<file path="src/rtl/privGatePkg.sv">
package privGatePkg;

  // register offsets inside the control page
  localparam int STATUS_OFF = 0;
  localparam int BELL_OFF   = 1;

  // status byte bit positions (software decodes these)
  localparam int PRIV_BIT = 0;
  localparam int VIOL_BIT = 1;
  localparam int PEND_BIT = 2;

  localparam int DATA_W = 8;

  // strobes from decode/control to the state datapath
  typedef struct packed {
    logic statusRd;   // valid read of the status register
    logic statusWr;   // privileged write of the status register
    logic bellWr;     // doorbell write, any privilege
    logic periphRd;   // read of a page that is allowed this cycle
    logic violSet;    // access that breaks privilege
  } gateStrobeT;

endpackage

</file>
<file path="src/rtl/privGateCtrl.sv">
module privGateCtrl
  import privGatePkg::*;
#(
  parameter int ADDR_W    = 16,
  parameter int OFFS_W    = 8,
  parameter int NUM_SEL   = 4,
  parameter int SEL_PAGE0 = 'hD0,
  parameter int CTRL_PAGE = 'hDF,
  parameter logic [NUM_SEL-1:0] PROT_MASK = 4'b0101
) (
  input  logic               clk,
  input  logic               rstN,
  input  logic               busValid,
  input  logic               busWrite,
  input  logic [ADDR_W-1:0]  busAddr,
  input  logic               privNow,
  output logic [NUM_SEL-1:0] selOut,
  output gateStrobeT         strobe
);

  localparam int PAGE_W = ADDR_W - OFFS_W;

  logic [PAGE_W-1:0]  pageNum;
  logic [OFFS_W-1:0]  offNum;
  logic [NUM_SEL-1:0] pageHit;
  logic [NUM_SEL-1:0] allowHit;
  logic               guardMiss;
  logic               ctrlHit;
  logic               statusHit;
  logic               bellHit;

  assign pageNum = busAddr[ADDR_W-1:OFFS_W];
  assign offNum  = busAddr[OFFS_W-1:0];

  for (genvar i = 0; i < NUM_SEL; i++) begin : g_page
    assign pageHit[i]  = (pageNum == PAGE_W'(SEL_PAGE0 + i));
    if (PROT_MASK[i]) begin : g_guarded
      assign allowHit[i] = pageHit[i] & privNow;
    end else begin : g_open
      assign allowHit[i] = pageHit[i];
    end
    assign selOut[i] = busValid & allowHit[i];
  end

  assign guardMiss = |(pageHit & PROT_MASK) & ~privNow;
  assign ctrlHit   = (pageNum == PAGE_W'(CTRL_PAGE));
  assign statusHit = ctrlHit & (offNum == OFFS_W'(STATUS_OFF));
  assign bellHit   = ctrlHit & (offNum == OFFS_W'(BELL_OFF));

  always_comb begin
    strobe          = '0;
    strobe.statusRd = busValid & ~busWrite & statusHit;
    strobe.statusWr = busValid &  busWrite & statusHit & privNow;
    strobe.bellWr   = busValid &  busWrite & bellHit;
    strobe.periphRd = busValid & ~busWrite & (|allowHit);
    strobe.violSet  = busValid & (guardMiss | (busWrite & statusHit & ~privNow));
  end

  // at most one select, none while idle
  p_one_sel_r10: assert property (@(posedge clk) disable iff (!rstN)
    $onehot0(selOut));
  p_idle_quiet_r10: assert property (@(posedge clk) disable iff (!rstN)
    !busValid |-> (selOut == '0) && !strobe.violSet);
  // a guarded page touched without privilege flags a violation and asserts no select
  p_guard_flag_r4: assert property (@(posedge clk) disable iff (!rstN)
    (busValid && |(pageHit & PROT_MASK) && !privNow) |-> strobe.violSet && ((selOut & PROT_MASK) == '0));

endmodule

</file>
<file path="src/rtl/privGateData.sv">
module privGateData
  import privGatePkg::*;
(
  input  logic              clk,
  input  logic              rstN,
  input  gateStrobeT        strobe,
  input  logic [DATA_W-1:0] busWdata,
  input  logic [DATA_W-1:0] periphRdata,
  output logic [DATA_W-1:0] busRdata,
  output logic              privNow,
  output logic              nmiReq
);

  logic privQ;
  logic violQ;
  logic pendQ;
  logic nmiQ;
  logic takeBell;
  logic [DATA_W-1:0] statusByte;

  assign takeBell = strobe.bellWr & ~pendQ;

  always_ff @(posedge clk) begin
    if (!rstN) begin
      privQ <= 1'b1;
      violQ <= 1'b0;
      pendQ <= 1'b0;
      nmiQ  <= 1'b0;
    end else begin
      nmiQ <= takeBell;
      if (takeBell) begin
        pendQ <= 1'b1;
        privQ <= 1'b1;
      end else if (strobe.statusWr) begin
        if (busWdata[PEND_BIT])  pendQ <= 1'b0;
        if (!busWdata[PRIV_BIT]) privQ <= 1'b0;
      end
      if (strobe.violSet)
        violQ <= 1'b1;
      else if (strobe.statusWr && busWdata[VIOL_BIT])
        violQ <= 1'b0;
    end
  end

  always_comb begin
    statusByte           = '0;
    statusByte[PRIV_BIT] = privQ;
    statusByte[VIOL_BIT] = violQ;
    statusByte[PEND_BIT] = pendQ;
  end

  assign busRdata = strobe.statusRd ? statusByte :
                    strobe.periphRd ? periphRdata : '0;
  assign privNow  = privQ;
  assign nmiReq   = nmiQ;

  // request lasts one cycle and always comes with a held lock
  p_nmi_single_r6: assert property (@(posedge clk) disable iff (!rstN)
    nmiReq |=> !nmiReq);
  p_nmi_locked_r6: assert property (@(posedge clk) disable iff (!rstN)
    nmiReq |-> pendQ && privQ);
  // privilege only rises together with a doorbell pulse
  p_priv_rise_r6: assert property (@(posedge clk) disable iff (!rstN)
    $rose(privQ) |-> nmiReq);
  // no fresh pulse while the lock is held
  p_lock_held_r7: assert property (@(posedge clk) disable iff (!rstN)
    (pendQ && !strobe.statusWr) |=> pendQ && !nmiReq);
  // violation flag survives anything but a privileged clear
  p_viol_sticky_r5: assert property (@(posedge clk) disable iff (!rstN)
    (violQ && !strobe.statusWr) |=> violQ);

endmodule

</file>
<file path="src/rtl/privGate.sv">
module privGate
  import privGatePkg::*;
#(
  parameter int ADDR_W    = 16,
  parameter int OFFS_W    = 8,
  parameter int NUM_SEL   = 4,
  parameter int SEL_PAGE0 = 'hD0,
  parameter int CTRL_PAGE = 'hDF,
  parameter logic [NUM_SEL-1:0] PROT_MASK = 4'b0101
) (
  input  logic               clk,
  input  logic               rstN,
  input  logic               busValid,
  input  logic               busWrite,
  input  logic [ADDR_W-1:0]  busAddr,
  input  logic [7:0]         busWdata,
  input  logic [7:0]         periphRdata,
  output logic [7:0]         busRdata,
  output logic [NUM_SEL-1:0] selOut,
  output logic               nmiReq
);

  gateStrobeT strobe;
  logic       privNow;

  privGateCtrl #(
    .ADDR_W(ADDR_W), .OFFS_W(OFFS_W), .NUM_SEL(NUM_SEL),
    .SEL_PAGE0(SEL_PAGE0), .CTRL_PAGE(CTRL_PAGE), .PROT_MASK(PROT_MASK)
  ) u_ctrl (
    .clk(clk), .rstN(rstN),
    .busValid(busValid), .busWrite(busWrite), .busAddr(busAddr),
    .privNow(privNow), .selOut(selOut), .strobe(strobe)
  );

  privGateData u_data (
    .clk(clk), .rstN(rstN), .strobe(strobe),
    .busWdata(busWdata), .periphRdata(periphRdata),
    .busRdata(busRdata), .privNow(privNow), .nmiReq(nmiReq)
  );

endmodule

</file>
<file path="config.mk">
export PLATFORM = sky130hd
export DESIGN_NAME = privGate
export DESIGN_NICKNAME = d
export VERILOG_FILES = /design/src/rtl/privGatePkg.sv /design/src/rtl/privGateCtrl.sv /design/src/rtl/privGateData.sv /design/src/rtl/privGate.sv
export SDC_FILE = /design/constraint.sdc
export NUM_CORES = 1
export LEC_CHECK = 0
export ABC_AREA = 1
export BUFFER_PORTS_ARGS = -buffer_cell sky130_fd_sc_hd__buf_2
export CORE_UTILIZATION = 29
export CTS_CLUSTER_SIZE = 24
export DETAILED_ROUTE_END_ITERATION = 8
export PLACE_DENSITY = 0.72
export SLEW_MARGIN = 5
export SYNTH_ARGS = -nofsm -noshare
export SYNTH_HDL_FRONTEND = slang
export SYNTH_SLANG_ARGS = --single-unit
</file>
<file path="constraint.sdc">
create_clock -name clk -period 0.93 [get_ports clk]
set_input_delay 0.093 -clock clk [delete_from_list [all_inputs] [get_ports clk]]
set_output_delay 0.093 -clock clk [all_outputs]
set_load 0.01 [all_outputs]
</file>
Word-level counts from Yosys, hierarchy flattened
Cells that the tools add are included.
{ "op_classes": {"bitwise": 26, "n_mux": 7, "n_eq_ne": 6, "n_reduce_logical": 10} }
{ "ops": {"columns": ["operator", "count"], "rows": [
  ["$eq 8x8->1 const B", 5],
  ["$and 1x1->1", 20],
  ["$mux 8", 2],
  ["$eq 8x1->1 const B", 1],
  ["$logic_not 8->1", 1],
  ["$reduce_bool 2->1", 3],
  ["$mux 1", 5],
  ["$not 1->1", 5],
  ["$reduce_and 2->1", 2],
  ["$reduce_or 2->1", 2],
  ["$reduce_or 4->1", 1],
  ["$logic_and 1x1->1", 1],
  ["$or 1x1->1", 1]
]} }
{ "word_totals": {"in_bits": 36, "out_inout_bits": 13, "register_bits": 4} }

Logic depth before layout (Yosys ltp)
{ "depth": {"depth_word": 7, "ltp_mapped": 8, "depth_no_buf": 8} }

Modules after synthesis
A second synthesis with hierarchy kept.
{ "hier_totals": {"cells_unflattened": 95, "area_unflattened_um2": 514.2} }
{ "modules_own_cells": {"columns": ["mod", "cells_each", "area_per_inst_um2", "instances"], "rows": [
  ["privGateData", 40, 269.0, 1],
  ["privGateCtrl", 55, 245.2, 1]
]} }

Least setup slack after synthesis
OpenSTA, ideal clock, no wires.
{ "synth_timing": {"path_kind": "flip-flop to output port", "startpoint": "reg u_data.privQ (netlist: u_data.privNow)", "endpoint": "out busRdata[0]", "required_time_ns": 0.837, "t_arrival_ns": 0.902, "setup_slack_ns": -0.065, "path_stages_with_launch": 3, "n_path_buf": 0, "cell_sequence": "dfxtp_1 o2111ai_2 o21ai_0"} }
{ "synth_between": {"elab_chain_cells": 5} }
{ "synth_rtl": {"columns": ["item", "line", "rtl"], "rows": [
  ["start: declaration", "privGateData.sv:14", "logic privQ;"],
  ["start signal: assignment", "privGateData.sv:25", "privQ <= 1'b1;"],
  ["start signal: assignment", "privGateData.sv:33", "privQ <= 1'b1;"],
  ["start signal: assignment", "privGateData.sv:36", "if (!busWdata[PRIV_BIT]) privQ <= 1'b0;"],
  ["$and 1x1->1", "privGateCtrl.sv:38", "assign allowHit[i] = pageHit[i] & privNow;"],
  ["$reduce_or 4->1", "privGateCtrl.sv:55", "strobe.periphRd = busValid & ~busWrite & (|allowHit);"],
  ["$and 1x1->1", "privGateCtrl.sv:55", null],
  ["$mux 8", "privGateData.sv:53", "strobe.periphRd ? periphRdata : '0;"],
  ["$mux 8 (*)", "privGateData.sv:52", "assign busRdata = strobe.statusRd ? statusByte :"],
  ["end: declaration", "privGate.sv:18", "output logic [7:0] busRdata,"]
]} }
Mark *: on every way between the ends. The rest lies on a longest branch, timed or not.

Final worst setup path
{ "layout_timing": {"startpoint": "reg u_data.privQ (netlist: u_data.privNow)", "endpoint": "out selOut[0]"} }
{ "layout_between": {"elab_chain_cells": 2} }
{ "layout_rtl": {"columns": ["item", "line", "rtl"], "rows": [
  ["$and 1x1->1", "privGateCtrl.sv:38", null],
  ["$and 1x1->1", "privGateCtrl.sv:42", "assign selOut[i] = busValid & allowHit[i];"],
  ["end: declaration", "privGate.sv:19", "output logic [NUM_SEL-1:0] selOut,"]
]} }
No other way between the ends.

==> summary.md <==
| Metric | Value |
|---|---|
| Status | complete, but fails checks |
| Failing checks | negative setup slack |
| CTS tree | built |
| Hold Crit Start | busWdata[0] |
| Reg-to-Reg End | u_data.pendQ$_SDFFE_PN0P_ |
| GR Util met2 | 0.355 |
| Die area | 1670 um2 |
| Clock Latency Late Sink | 240 ps |
| Routed Antenna Nets | 0 |
| CP Class | reg2out |
| GP Congestion | 0.847 |
| Final Skew | 2.05 ps |
| DR iter-0 viols | 16 |
| Worst slew margin | 0.815 |
| Overall Power | 582 uW |
| Worst hold path type | in2reg |
| Top-level port count | 49 |
| Worst-Margin Slew | 278 ps |
| Antenna diodes | 0 |
| Post-Route Utilization | 0.673 |
| Clk slew on worst S/H paths | 40 ps |
| Min Clock Period, post-route | 1190 ps |
| Endpoints failing setup | 11 |
| Crit path DAT | 1100 ps |
| Yosys warns | 0 |
| H-tree depth | 1 |
| VDD IR max | 0.000754 V |
| Hold Path Stages | 3 |
| Largest fanout on the critical path | 3 |
| Max_cap viols | 0 |
| Leak pwr | 0.000531 uW |
| Vias | 726 |
| Syn Std Cell Area | 439 um2 |
| Hold Path Sink | u_data.privNow$_SDFFE_PP1P_ |
| PwrDens | 641 nW/um2 |
| Minimum hold slack | 84.3 ps |
| Final WS setup | -261 ps |
| Synth cell types | 17 |
| Busiest layer in global routing | met2 |
| Met1 usage | 0.191 |
| Final Max Slew Viols | 0 |
| Fin cells | 155 |
| Worst r2r path cells | 5 |
| CTS Buf Count | 3 |
| Synthesized Nets | 114 |
| Placeable Area | 1350 um2 |
| Share of cells above drive strength 1 | 0.593 |
| Achievable frequency | 840 MHz |
| Met3 Usage GRT | 0.0652 |
| Crit start category | flop |
| IO buf count | 43 |
| Sequential fraction of the synthesis area | 0.182 |
| Floorplan row count | 13 |
| # DRC | 0 |
| First-pass GRT wire length | 2070 um |
| CP required | 840 ps |
| Nets | 178 |
| Wirelength per Cell | 9.77 um |
| Initial core utilization | 0.325 |
| Grt ovf | 0 |
| Vias in the first global route | 579 |
| Initial antenna violation count | 0 |
| Pin count of the biggest net entering global routing | 9 |
| Unrepaired setup endpoints after global routing | yes |
| Clk sink count | 4 |
| Placed cells | 151 |
| Period utilization | 1.28 |
| Area Growth Syn to Fin | 107% |
| Critical R2R Launch | u_data.pendQ$_SDFFE_PN0P_ |
| CP endpoint kind | output pin |
| Die height | 40.9 um |
| Final wirelength | 1520 um |
| Drt via density | 4.68 |
| R2R Setup Slk | 40 ps |
| Final hold viol count | 0 |
| Yosys reg bits | 4 |
| Final HPWL DP | 1150 um |
| Synth Area per Inst | 5.63 um2 |
| Mapped Cells | 78 |
| TNS Setup | -2300 ps |
| Clk root buf | clkbuf_4 |
| Max Buffers Root-to-Sink | 2 |
| Chip width | 40.9 um |
| Overall routing resource usage | 0.184 |
| First-pass DRT Iterations | 4 |
[cells by family after synthesis]
group                  after synthesis  share of synthesized area
AND/OR/NAND/NOR                     47                      0.547
buffers and inverters               21                      0.179
AO/OA/AOI/OAI                        6                     0.0911
flip-flops                           4                      0.182
[critical path, cell delays in order, from the launching register on]
cell and delay (ps):
dfxtp_4 360, nand2_2 90, nor4_2 230, buf_2 180
[routing by layer]
layer | vias up | wire length, um
met1 | 313 | 558
li1 | 368 | -
met4 | 0 | 11
met2 | 43 | 808
met5 | - | 0
met3 | 2 | 136
[power breakdown]
group / internal, uW / switching, uW / total, uW
logic: 105 / 93.1 / 198
clock network: 144 / 69.7 / 214
registers: 170 / 0.000490 / 170
total: 419 / 163 / 582
[flip-flops by register name, indices dropped and copies added, names as in the netlist]
register / flops
u_data.pendQ: 1
u_data.violQ: 1
u_data.privNow: 1
u_data.nmiReq: 1
[repair_timing]
| action | in CTS | in global routing |
|---|---|---|
| pin swaps | 9 | 5 |
| endpoints found under the setup margin | 14 | 16 |
| hold buffers | 0 | 0 |
| setup buffers | 0 | 1 |
| gates resized for setup | 16 | 10 |
[through the flow]
step | setup slack, ps | cell area (um2)
2_1_floorplan | -65.5 | 452
3_3_place_gp | -146 | 798
3_5_place_dp | -204 | 798
4_1_cts | -256 | 867
5_1_grt | -333 | 908
6_report | -261 | 908
[cells in the final DEF (no fill, tap or decap), drive strengths merged, types with 3 or more instances in the layout]
| master | n |
|---|---|
| buf | 59 |
| clkbuf | 3 |
| dfxtp | 4 |
| inv | 21 |
| nand2 | 16 |
| nand3 | 4 |
| nand4 | 4 |
| nor2 | 17 |
| nor4 | 3 |
| o21ai | 4 |
[how the worst max path moves through the flow]
stage / endpoint / slack (ps) / depth (start not counted) / startpoint
floorplan: busRdata[0] / -70 / 2 / u_data.privNow$_SDFFE_PP1P_
global placement: busRdata[1] / -150 / 7 / busAddr[13]
detailed placement: busRdata[1] / -200 / 5 / busAddr[10]
CTS: busRdata[1] / -260 / 3 / u_data.privNow$_SDFFE_PP1P_
global route: busRdata[2] / -330 / 3 / u_data.privNow$_SDFFE_PP1P_
finish: selOut[0] / -260 / 3 / u_data.privNow$_SDFFE_PP1P_
[synthesized netlist by cell type (all sizes together)]
cell / count / area (um2)
a21oi: 1 / 5.00
and3: 1 / 7.51
dfxtp: 4 / 80.1
inv: 21 / 78.8
nand2: 16 / 65.1
nand3: 4 / 20.0
nand4: 4 / 40.0
nor2: 17 / 71.3
nor3: 1 / 5.00
nor3b: 1 / 12.5
nor4: 3 / 18.8
o2111ai: 1 / 15.0
o21ai: 4 / 20.0
[final cells by class]
type / count / area [um2]
fillers: 109 / 442
multi-input cells: 53 / 345
repair buffers: 59 / 359
clock buffers: 3 / 22.5
inverters: 21 / 78.8
flip-flops and latches: 4 / 83.8
well taps: 15 / 18.8
(Power assumes the default switching activity.)
